==> config.mk <==
export PLATFORM = sky130hd
export DESIGN_NAME = irq_hub
export DESIGN_NICKNAME = d
export VERILOG_FILES = /design/src/rtl/irq_hub_pkg.sv /design/src/rtl/irq_src_sel.sv /design/src/rtl/irq_cfg_regs.sv /design/src/rtl/irq_status_latch.sv /design/src/rtl/irq_read_port.sv /design/src/rtl/irq_pin_drive.sv /design/src/rtl/irq_hub.sv
export SDC_FILE = /design/constraint.sdc
export NUM_CORES = 1
export LEC_CHECK = 0
export ABC_AREA = 1
export CAP_MARGIN = 20
export CORE_MARGIN = 5
export CORE_UTILIZATION = 30
export CTS_CLUSTER_SIZE = 40
export DETAILED_ROUTE_END_ITERATION = 10
export DONT_BUFFER_PORTS = 1
export SETUP_SLACK_MARGIN = 0.5
export SLEW_MARGIN = 40
export SYNTH_ARGS = -nofsm -noshare
export SYNTH_HDL_FRONTEND = slang
export SYNTH_SLANG_ARGS = --single-unit
==> constraint.sdc <==
create_clock -name clk -period 2 [get_ports clk]
set_input_delay 0.2 -clock clk [delete_from_list [all_inputs] [get_ports clk]]
set_output_delay 0.2 -clock clk [all_outputs]
set_load 0.01 [all_outputs]
==> src/rtl/irq_hub_pkg.sv <==
package irq_hub_pkg;
  localparam int unsigned DATA_W = 8;
  localparam int unsigned ADDR_W = 8;
  localparam logic [ADDR_W-1:0] ADDR_CTRL   = 8'h04;
  localparam logic [ADDR_W-1:0] ADDR_ENABLE = 8'h0E;
  localparam logic [ADDR_W-1:0] ADDR_STATUS = 8'h0F;
  localparam int unsigned CTRL_POL_BIT  = 0;
  localparam int unsigned CTRL_MODE_BIT = 1;
  localparam int unsigned DUAL_BIT      = 4;

  typedef struct packed {
    logic mask_mode;
    logic pol_low;
  } irq_ctrl_t;
endpackage

==> src/rtl/irq_src_sel.sv <==
module irq_src_sel
  import irq_hub_pkg::*;
#(
  parameter int unsigned W    = DATA_W,
  parameter int unsigned DUAL = DUAL_BIT
) (
  input  logic         clk,
  input  logic         rst_n,
  input  logic [W-1:0] evt_raw,
  input  logic         meas_done,
  input  logic         in_rx,
  output logic [W-1:0] evt_eff
);
  for (genvar i = 0; i < W; i++) begin : g_src
    if (i == DUAL) begin : g_dual
      assign evt_eff[i] = in_rx ? meas_done : evt_raw[i];
    end else begin : g_plain
      assign evt_eff[i] = evt_raw[i];
    end
  end

  AST_RX_IGNORES_WAKE: assert property (@(posedge clk) disable iff (!rst_n)
    (in_rx && !meas_done) |-> !evt_eff[DUAL]);
  AST_IDLE_IGNORES_MEAS: assert property (@(posedge clk) disable iff (!rst_n)
    (!in_rx && !evt_raw[DUAL]) |-> !evt_eff[DUAL]);
endmodule

==> src/rtl/irq_cfg_regs.sv <==
module irq_cfg_regs
  import irq_hub_pkg::*;
#(
  parameter int unsigned W  = DATA_W,
  parameter int unsigned AW = ADDR_W
) (
  input  logic          clk,
  input  logic          rst_n,
  input  logic [AW-1:0] addr,
  input  logic [W-1:0]  wdata,
  input  logic          we,
  output logic [W-1:0]  enable_q,
  output irq_ctrl_t     ctrl_q
);
  logic hit_enable, hit_ctrl;
  assign hit_enable = we && (addr == ADDR_ENABLE);
  assign hit_ctrl   = we && (addr == ADDR_CTRL);

  always_ff @(posedge clk) begin
    if (!rst_n) begin
      enable_q <= '0;
      ctrl_q   <= '0;
    end else begin
      if (hit_enable) enable_q <= wdata;
      if (hit_ctrl) begin
        ctrl_q.pol_low   <= wdata[CTRL_POL_BIT];
        ctrl_q.mask_mode <= wdata[CTRL_MODE_BIT];
      end
    end
  end

  AST_ENABLE_ONLY_ON_WRITE: assert property (@(posedge clk) disable iff (!rst_n)
    !hit_enable |=> $stable(enable_q));
endmodule

==> src/rtl/irq_status_latch.sv <==
module irq_status_latch
  import irq_hub_pkg::*;
#(
  parameter int unsigned W = DATA_W
) (
  input  logic         clk,
  input  logic         rst_n,
  input  logic [W-1:0] evt,
  input  logic [W-1:0] enable,
  input  logic         mask_mode,
  input  logic         clr,
  output logic [W-1:0] status_q
);
  logic [W-1:0] capture;

  for (genvar i = 0; i < W; i++) begin : g_bit
    assign capture[i] = evt[i] & (enable[i] | mask_mode);
    always_ff @(posedge clk) begin
      if (!rst_n) status_q[i] <= 1'b0;
      else        status_q[i] <= (status_q[i] & ~clr) | capture[i];
    end
  end

  AST_KEEP_NEW_ON_CLEAR: assert property (@(posedge clk) disable iff (!rst_n)
    (clr && (capture != '0)) |=> (status_q != '0));
  AST_STATUS_QUIET: assert property (@(posedge clk) disable iff (!rst_n)
    (!clr && (capture == '0)) |=> $stable(status_q));
  AST_DROP_MASKED: assert property (@(posedge clk) disable iff (!rst_n)
    (!mask_mode && clr) |=> ((status_q & ~$past(enable)) == '0));
endmodule

==> src/rtl/irq_read_port.sv <==
module irq_read_port
  import irq_hub_pkg::*;
#(
  parameter int unsigned W  = DATA_W,
  parameter int unsigned AW = ADDR_W
) (
  input  logic          clk,
  input  logic          rst_n,
  input  logic [AW-1:0] addr,
  input  logic          re,
  input  logic [W-1:0]  enable,
  input  irq_ctrl_t     ctrl,
  input  logic [W-1:0]  status,
  output logic          clr_status,
  output logic [W-1:0]  rdata_q
);
  logic [W-1:0] ctrl_word;
  logic [W-1:0] sel;

  always_comb begin
    ctrl_word                = '0;
    ctrl_word[CTRL_POL_BIT]  = ctrl.pol_low;
    ctrl_word[CTRL_MODE_BIT] = ctrl.mask_mode;
  end

  always_comb begin
    unique case (addr)
      ADDR_ENABLE: sel = enable;
      ADDR_CTRL:   sel = ctrl_word;
      ADDR_STATUS: sel = status;
      default:     sel = '0;
    endcase
  end

  assign clr_status = re && (addr == ADDR_STATUS);

  always_ff @(posedge clk) begin
    if (!rst_n)  rdata_q <= '0;
    else if (re) rdata_q <= sel;
  end

  AST_RDATA_HOLD: assert property (@(posedge clk) disable iff (!rst_n)
    !re |=> $stable(rdata_q));
endmodule

==> src/rtl/irq_pin_drive.sv <==
module irq_pin_drive
  import irq_hub_pkg::*;
#(
  parameter int unsigned W = DATA_W
) (
  input  logic         clk,
  input  logic         rst_n,
  input  logic [W-1:0] status,
  input  logic [W-1:0] enable,
  input  logic         pol_low,
  output logic         pin
);
  logic pending;
  assign pending = |(status & enable);
  assign pin     = pending ^ pol_low;

  AST_NO_ENABLE_NO_PIN: assert property (@(posedge clk) disable iff (!rst_n)
    (enable == '0) |-> (pin == pol_low));
endmodule

==> src/rtl/irq_hub.sv <==
module irq_hub
  import irq_hub_pkg::*;
(
  input  logic              clk,
  input  logic              rst_n,
  input  logic [DATA_W-1:0] evt_pulse,
  input  logic              meas_done,
  input  logic              trx_in_rx,
  input  logic [ADDR_W-1:0] reg_addr,
  input  logic [DATA_W-1:0] reg_wdata,
  input  logic              reg_we,
  input  logic              reg_re,
  output logic [DATA_W-1:0] reg_rdata,
  output logic              irq_pin
);
  logic [DATA_W-1:0] evt_eff;
  logic [DATA_W-1:0] enable_q;
  logic [DATA_W-1:0] status_q;
  irq_ctrl_t         ctrl_q;
  logic              clr_status;

  irq_src_sel #(.W(DATA_W), .DUAL(DUAL_BIT)) u_src (
    .clk(clk), .rst_n(rst_n), .evt_raw(evt_pulse), .meas_done(meas_done),
    .in_rx(trx_in_rx), .evt_eff(evt_eff)
  );

  irq_cfg_regs #(.W(DATA_W), .AW(ADDR_W)) u_cfg (
    .clk(clk), .rst_n(rst_n), .addr(reg_addr), .wdata(reg_wdata),
    .we(reg_we), .enable_q(enable_q), .ctrl_q(ctrl_q)
  );

  irq_status_latch #(.W(DATA_W)) u_stat (
    .clk(clk), .rst_n(rst_n), .evt(evt_eff), .enable(enable_q),
    .mask_mode(ctrl_q.mask_mode), .clr(clr_status), .status_q(status_q)
  );

  irq_read_port #(.W(DATA_W), .AW(ADDR_W)) u_rd (
    .clk(clk), .rst_n(rst_n), .addr(reg_addr), .re(reg_re),
    .enable(enable_q), .ctrl(ctrl_q), .status(status_q),
    .clr_status(clr_status), .rdata_q(reg_rdata)
  );

  irq_pin_drive #(.W(DATA_W)) u_pin (
    .clk(clk), .rst_n(rst_n), .status(status_q), .enable(enable_q),
    .pol_low(ctrl_q.pol_low), .pin(irq_pin)
  );

  AST_PIN_IDLE_AFTER_CLEAR: assert property (@(posedge clk) disable iff (!rst_n)
    (clr_status && (evt_pulse == '0) && !meas_done) |=> (irq_pin == ctrl_q.pol_low));
endmodule

Word-level counts from Yosys, hierarchy flattened
Index checks and enable logic that the tools add are counted.
{"block": "classes", "eq_ne": 3, "n_mux": 2, "bitwise": 35, "reduce_logical": 4}
{"op": "one-hot mux 8 bit (3 select lines)", "n": 1}
{"op": "bitwise AND 1 bit", "n": 16}
{"op": "equality test 8 x 4 -> 1 bit (second input constant)", "n": 2}
{"op": "OR 1 bit", "n": 16}
{"op": "bitwise AND 8 bit", "n": 1}
{"op": "equality test 8 x 3 -> 1 bit (second input constant)", "n": 1}
{"op": "OR reduction 8 bit", "n": 1}
{"op": "logical AND 1 bit", "n": 3}
{"op": "two-way mux 1 bit", "n": 1}
{"op": "inverter 1 bit", "n": 1}
{"op": "XOR 1 bit", "n": 1}
{"block": "totals", "register_bits": 26, "in_bits": 30, "out_inout_bits": 9, "elab_cells": 56}

Depth between registers and ports, before layout
{"block": "depth", "depth_word": 5, "ltp_mapped": 8, "mapped_depth_nobuf": 7}

Cells and area by module
From an unflattened synthesis, not the netlist that was laid out.
{"block": "unflattened", "hier_cells": 225, "area_unflattened_um2": 1514.0}
{"module": "irq_read_port", "n_inst": 1, "cells_per_inst": 82, "area_each_um2": 561.8, "seq_area_each_um2": 160.2}
{"module": "irq_cfg_regs", "n_inst": 1, "cells_per_inst": 79, "area_each_um2": 529.3, "seq_area_each_um2": 200.2}
{"module": "irq_status_latch", "n_inst": 1, "cells_per_inst": 34, "area_each_um2": 277.8, "seq_area_each_um2": 160.2}
{"module": "irq_pin_drive", "n_inst": 1, "cells_per_inst": 19, "area_each_um2": 77.6, "seq_area_each_um2": 0.0}
{"module": "irq_src_sel", "n_inst": 1, "cells_per_inst": 11, "area_each_um2": 67.6, "seq_area_each_um2": 0.0}

Worst setup path after synthesis
OpenSTA, ideal clock, no wires.
{"block": "synth_path", "kind": "reg-to-output", "startpoint": "register u_cfg.enable_q[0]", "endpoint": "output irq_pin", "arrival_time_ns": 0.816, "required_ns": 1.800, "path_slack_ns": 0.984, "path_stages_with_launch": 6, "path_buffers": 0, "path_cell_list": "dfxtp_1 > nand2_1 > nand3_1 > nor2_1 > nand4_1 > xor2_1"}
{"block": "synth_via", "elab_chain_len": 3}
{"item": "from (decl)", "line": "irq_cfg_regs.sv:12", "source": "output logic [W-1:0] enable_q,"}
{"item": "from (signal assigned)", "line": "irq_cfg_regs.sv:24", "source": "if (hit_enable) enable_q <= wdata;"}
{"item": "bitwise AND 8 bit", "line": "irq_pin_drive.sv:14", "source": "assign pending = |(status & enable);"}
{"item": "OR reduction 8 bit", "line": "irq_pin_drive.sv:14"}
{"item": "XOR 1 bit", "line": "irq_pin_drive.sv:15", "source": "assign pin = pending ^ pol_low;"}
{"item": "to (decl)", "line": "irq_hub.sv:14", "source": "output logic irq_pin"}
Every way passes these cells.

Final worst setup path
Ends and elaborated chain as after synthesis.

==> metrics <==
MaxCap Viol Count=0; WL/cell=roughly 13 um; Clock Skews=between 0.001 and 0.0015 ns; number of buffer and inverter instances along the worst setup path=0; total I/O pin count=39; count of endpoints failing hold in the final timing report=0; count of vias placed by the detailed router=between 1,000 and 1,500; worst slew margin relative to its limit=67.9%; RePlAce Congestion=roughly 0.72; Final Cycle Share=a little over two thirds; setup TNS after final layout=0 ns; total of cells resized after clock tree synthesis=0; initial antenna violation count=0; total of hold buffers inserted after clock tree synthesis=0; clock input transition at the sequential cells of the worst setup and hold paths=approximately 0.090 ns; delay of the slowest cell on the worst path=between 0.3 and 0.4 ns; peak ir drop on the vdd network=around 460 uV; largest fanout on the critical path=4; core area=4030 sq um; n_diodes=0; most common cell after layout, fill and taps aside=sky130_fd_sc_hd__nand2_1; result of the run=finished clean; Final Slew Violations=0; share of the synthesized area in the top cell type=between 40% and 50%; largest area contributor in the netlist=sky130_fd_sc_hd__dfxtp_1; required time at the endpoint of the critical path=roughly 1.8 ns; Area growth syn-to-layout=7.33%; nature of the critical path endpoint=primary output; top area cells in the synthesized netlist=sky130_fd_sc_hd__dfxtp_1 41%, sky130_fd_sc_hd__nand2_1 13%, sky130_fd_sc_hd__a21oi_1 8.7%; Residual DRC=0; via count of the first global-routing pass=a little under 1,000; fin nets=~200; number of buffers created by CTS=3; maximum number of pins on one net before global-route repair=22; leftover overflow at the end of global routing=0; least setup slack across all paths after layout=slightly below 0.6 ns; placement-stage worst setup slack=about 0.61 ns; Final Critical Period=1.41 ns; initial core utilization=between 30% and 40%; unrepaired setup endpoints after global routing=true; height of the chip=between 70 and 80 um; Net Count, Synth=between 200 and 250; drt via density=around 4.8; Netlist Area Pre-Place=between 1000 and 1500 sq um; Global Route Usage Sum=10.9%; average cell area after synthesis=7.21 sq um; first-pass GRT wire length=between 4 and 5 mm; layout cell share with drive strength beyond 1=between 10% and 20%; transition time at the pin with the least slew margin=0.480 ns; Post-Route WL=between 2 and 3 mm; Die Area=about 5600 sq um; Bufs on Longest Clock Path=2; crit path launch type=flip-flop; Hold WC Path Type=input pin to flip-flop; DR WL met3=~270 um; post-detail-place hpwl=between 2 and 2.5 mm; Fmax achieved=around 710 MHz; Setup Buffers After CTS=0; total power per unit cell area=between 700 and 800 nW/um^2; count of synthesis-stage warnings from yosys=0; flops & latches, synth=26; top library cells by usage in the layout, fill and taps aside=45 x sky130_fd_sc_hd__nand2_1, 26 x sky130_fd_sc_hd__dfxtp_1, 22 x sky130_fd_sc_hd__nand3_1, 22 x sky130_fd_sc_hd__a21oi_1; met1 layer wirelength in the final routing=roughly 1.5 mm; top layer in use=met4; leak pwr=between 0.4 and 0.5 nW; violation count after the first detailed-route iteration=between 70 and 80; drt first pass iters=4; post-synthesis sequential area ratio=between 40 and 50%; placement row count=23; slowest CP cell=sky130_fd_sc_hd__dfxtp_1; clock tree from TritonCTS=yes; count of mapped cells out of synthesis=around 180; Netlist cell types=22; # H-tree levels=1; clock root buffer=sky130_fd_sc_hd__clkbuf_8; x dimension of the die=roughly 75 um; Crit path arrival time=approximately 1.2 ns; Worst path top cell family by delay=simple AND/OR/NAND/NOR gates; number of nets with antenna violations after detailed routing=0; total setup violations reported at the end of the flow=0; IO Port Bufs=0; count of fill cells added during filler insertion=447; worst skew pair latency=0.27 ns; total length of routed met2 wires=1.17 mm; cell-by-cell trace of the critical path=nand2_1 -> nand3_1 -> nor2_1 -> nand4_1 -> xor2_2; # clock sinks=26; worst setup path class=flip-flop to primary output
## flip-flops by register name, summed over array words and instances, names as in the netlist
| name | cells |
|---|---|
| u_cfg.enable_q | 8 |
| u_rd.rdata_q | 8 |
| u_stat.status_q | 8 |
| u_cfg.ctrl_q | 2 |
## path summary, 6_finish.rpt
path | start | to | slack, ns | cells after the start
worst max-delay path | u_cfg.enable_q[0] | irq_pin | 0.59 | 5
worst min-delay path | rst_n | u_cfg.enable_q[5] | 0.04 | 2
worst max register to register | u_cfg.ctrl_q[1] | u_rd.rdata_q[1] | 0.96 | 4
worst min register to register | u_cfg.enable_q[0] | u_cfg.enable_q[0] | 0.49 | 2
## routing by layer
metal	GRT usage (%)	up-vias
li1	-	566
met1	15.6	462
met2	15.1	27
met3	5.61	2
met4	1.38	0
met5	0	-
## final cells by class
type | count | area (sq um) | share of cell area [%]
well taps | 50 | 62.6 | 4.62
inverters | 19 | 71.3 | 5.26
clock inverters | 1 | 30.0 | 2.22
multi-input cells | 123 | 629 | 46.4
clock buffers | 3 | 41.3 | 3.05
flip-flops and latches | 26 | 520 | 38.4
## where the power goes
part | total [mW] | switching (mW) | internal, mW
Clock | 0.430 | 0.163 | 0.268
Sequential | 0.519 | 0.00101 | 0.518
Combinational | 0.0360 | 0.0258 | 0.0102
## through the flow
stage / cell area [sq um] / hold slack (ns) / utilization [%] / total power, mW / cells
finish: 1360 / 0.0387 / 33.6 / 0.985 / 222
global route: 1360 / 0.0139 / 33.6 / 1.03 / 222
CTS: 1350 / 0.0309 / 33.4 / 0.998 / 222
detailed placement: 1280 / 0.322 / 31.7 / 0.568 / 218
global placement: 1280 / 0.321 / 31.7 / 0.567 / 218
floorplan: 1260 / 0.357 / - / 0.569 / 175
## Yosys cell counts, drive strengths merged
| master | instances |
|---|---|
| clkbuf | 3 |
| clkinv | 1 |
| nand2 | 46 |
| a21oi | 24 |
| inv | 18 |
| buf | 4 |
| dfxtp | 26 |
| o21ai | 17 |
| nand4 | 1 |
| xor2 | 1 |
| o221ai | 1 |
| nor2 | 9 |
| nand3 | 24 |
## cells by family after synthesis
| family | synth area share, % |
|---|---|
| xor+xnor | 0.694 |
| compound gates | 18.1 |
| buf+inv | 9.51 |
| simple gates | 30.4 |
| flops | 41.2 |
Note: power is estimated with default switching activity, not from simulation.
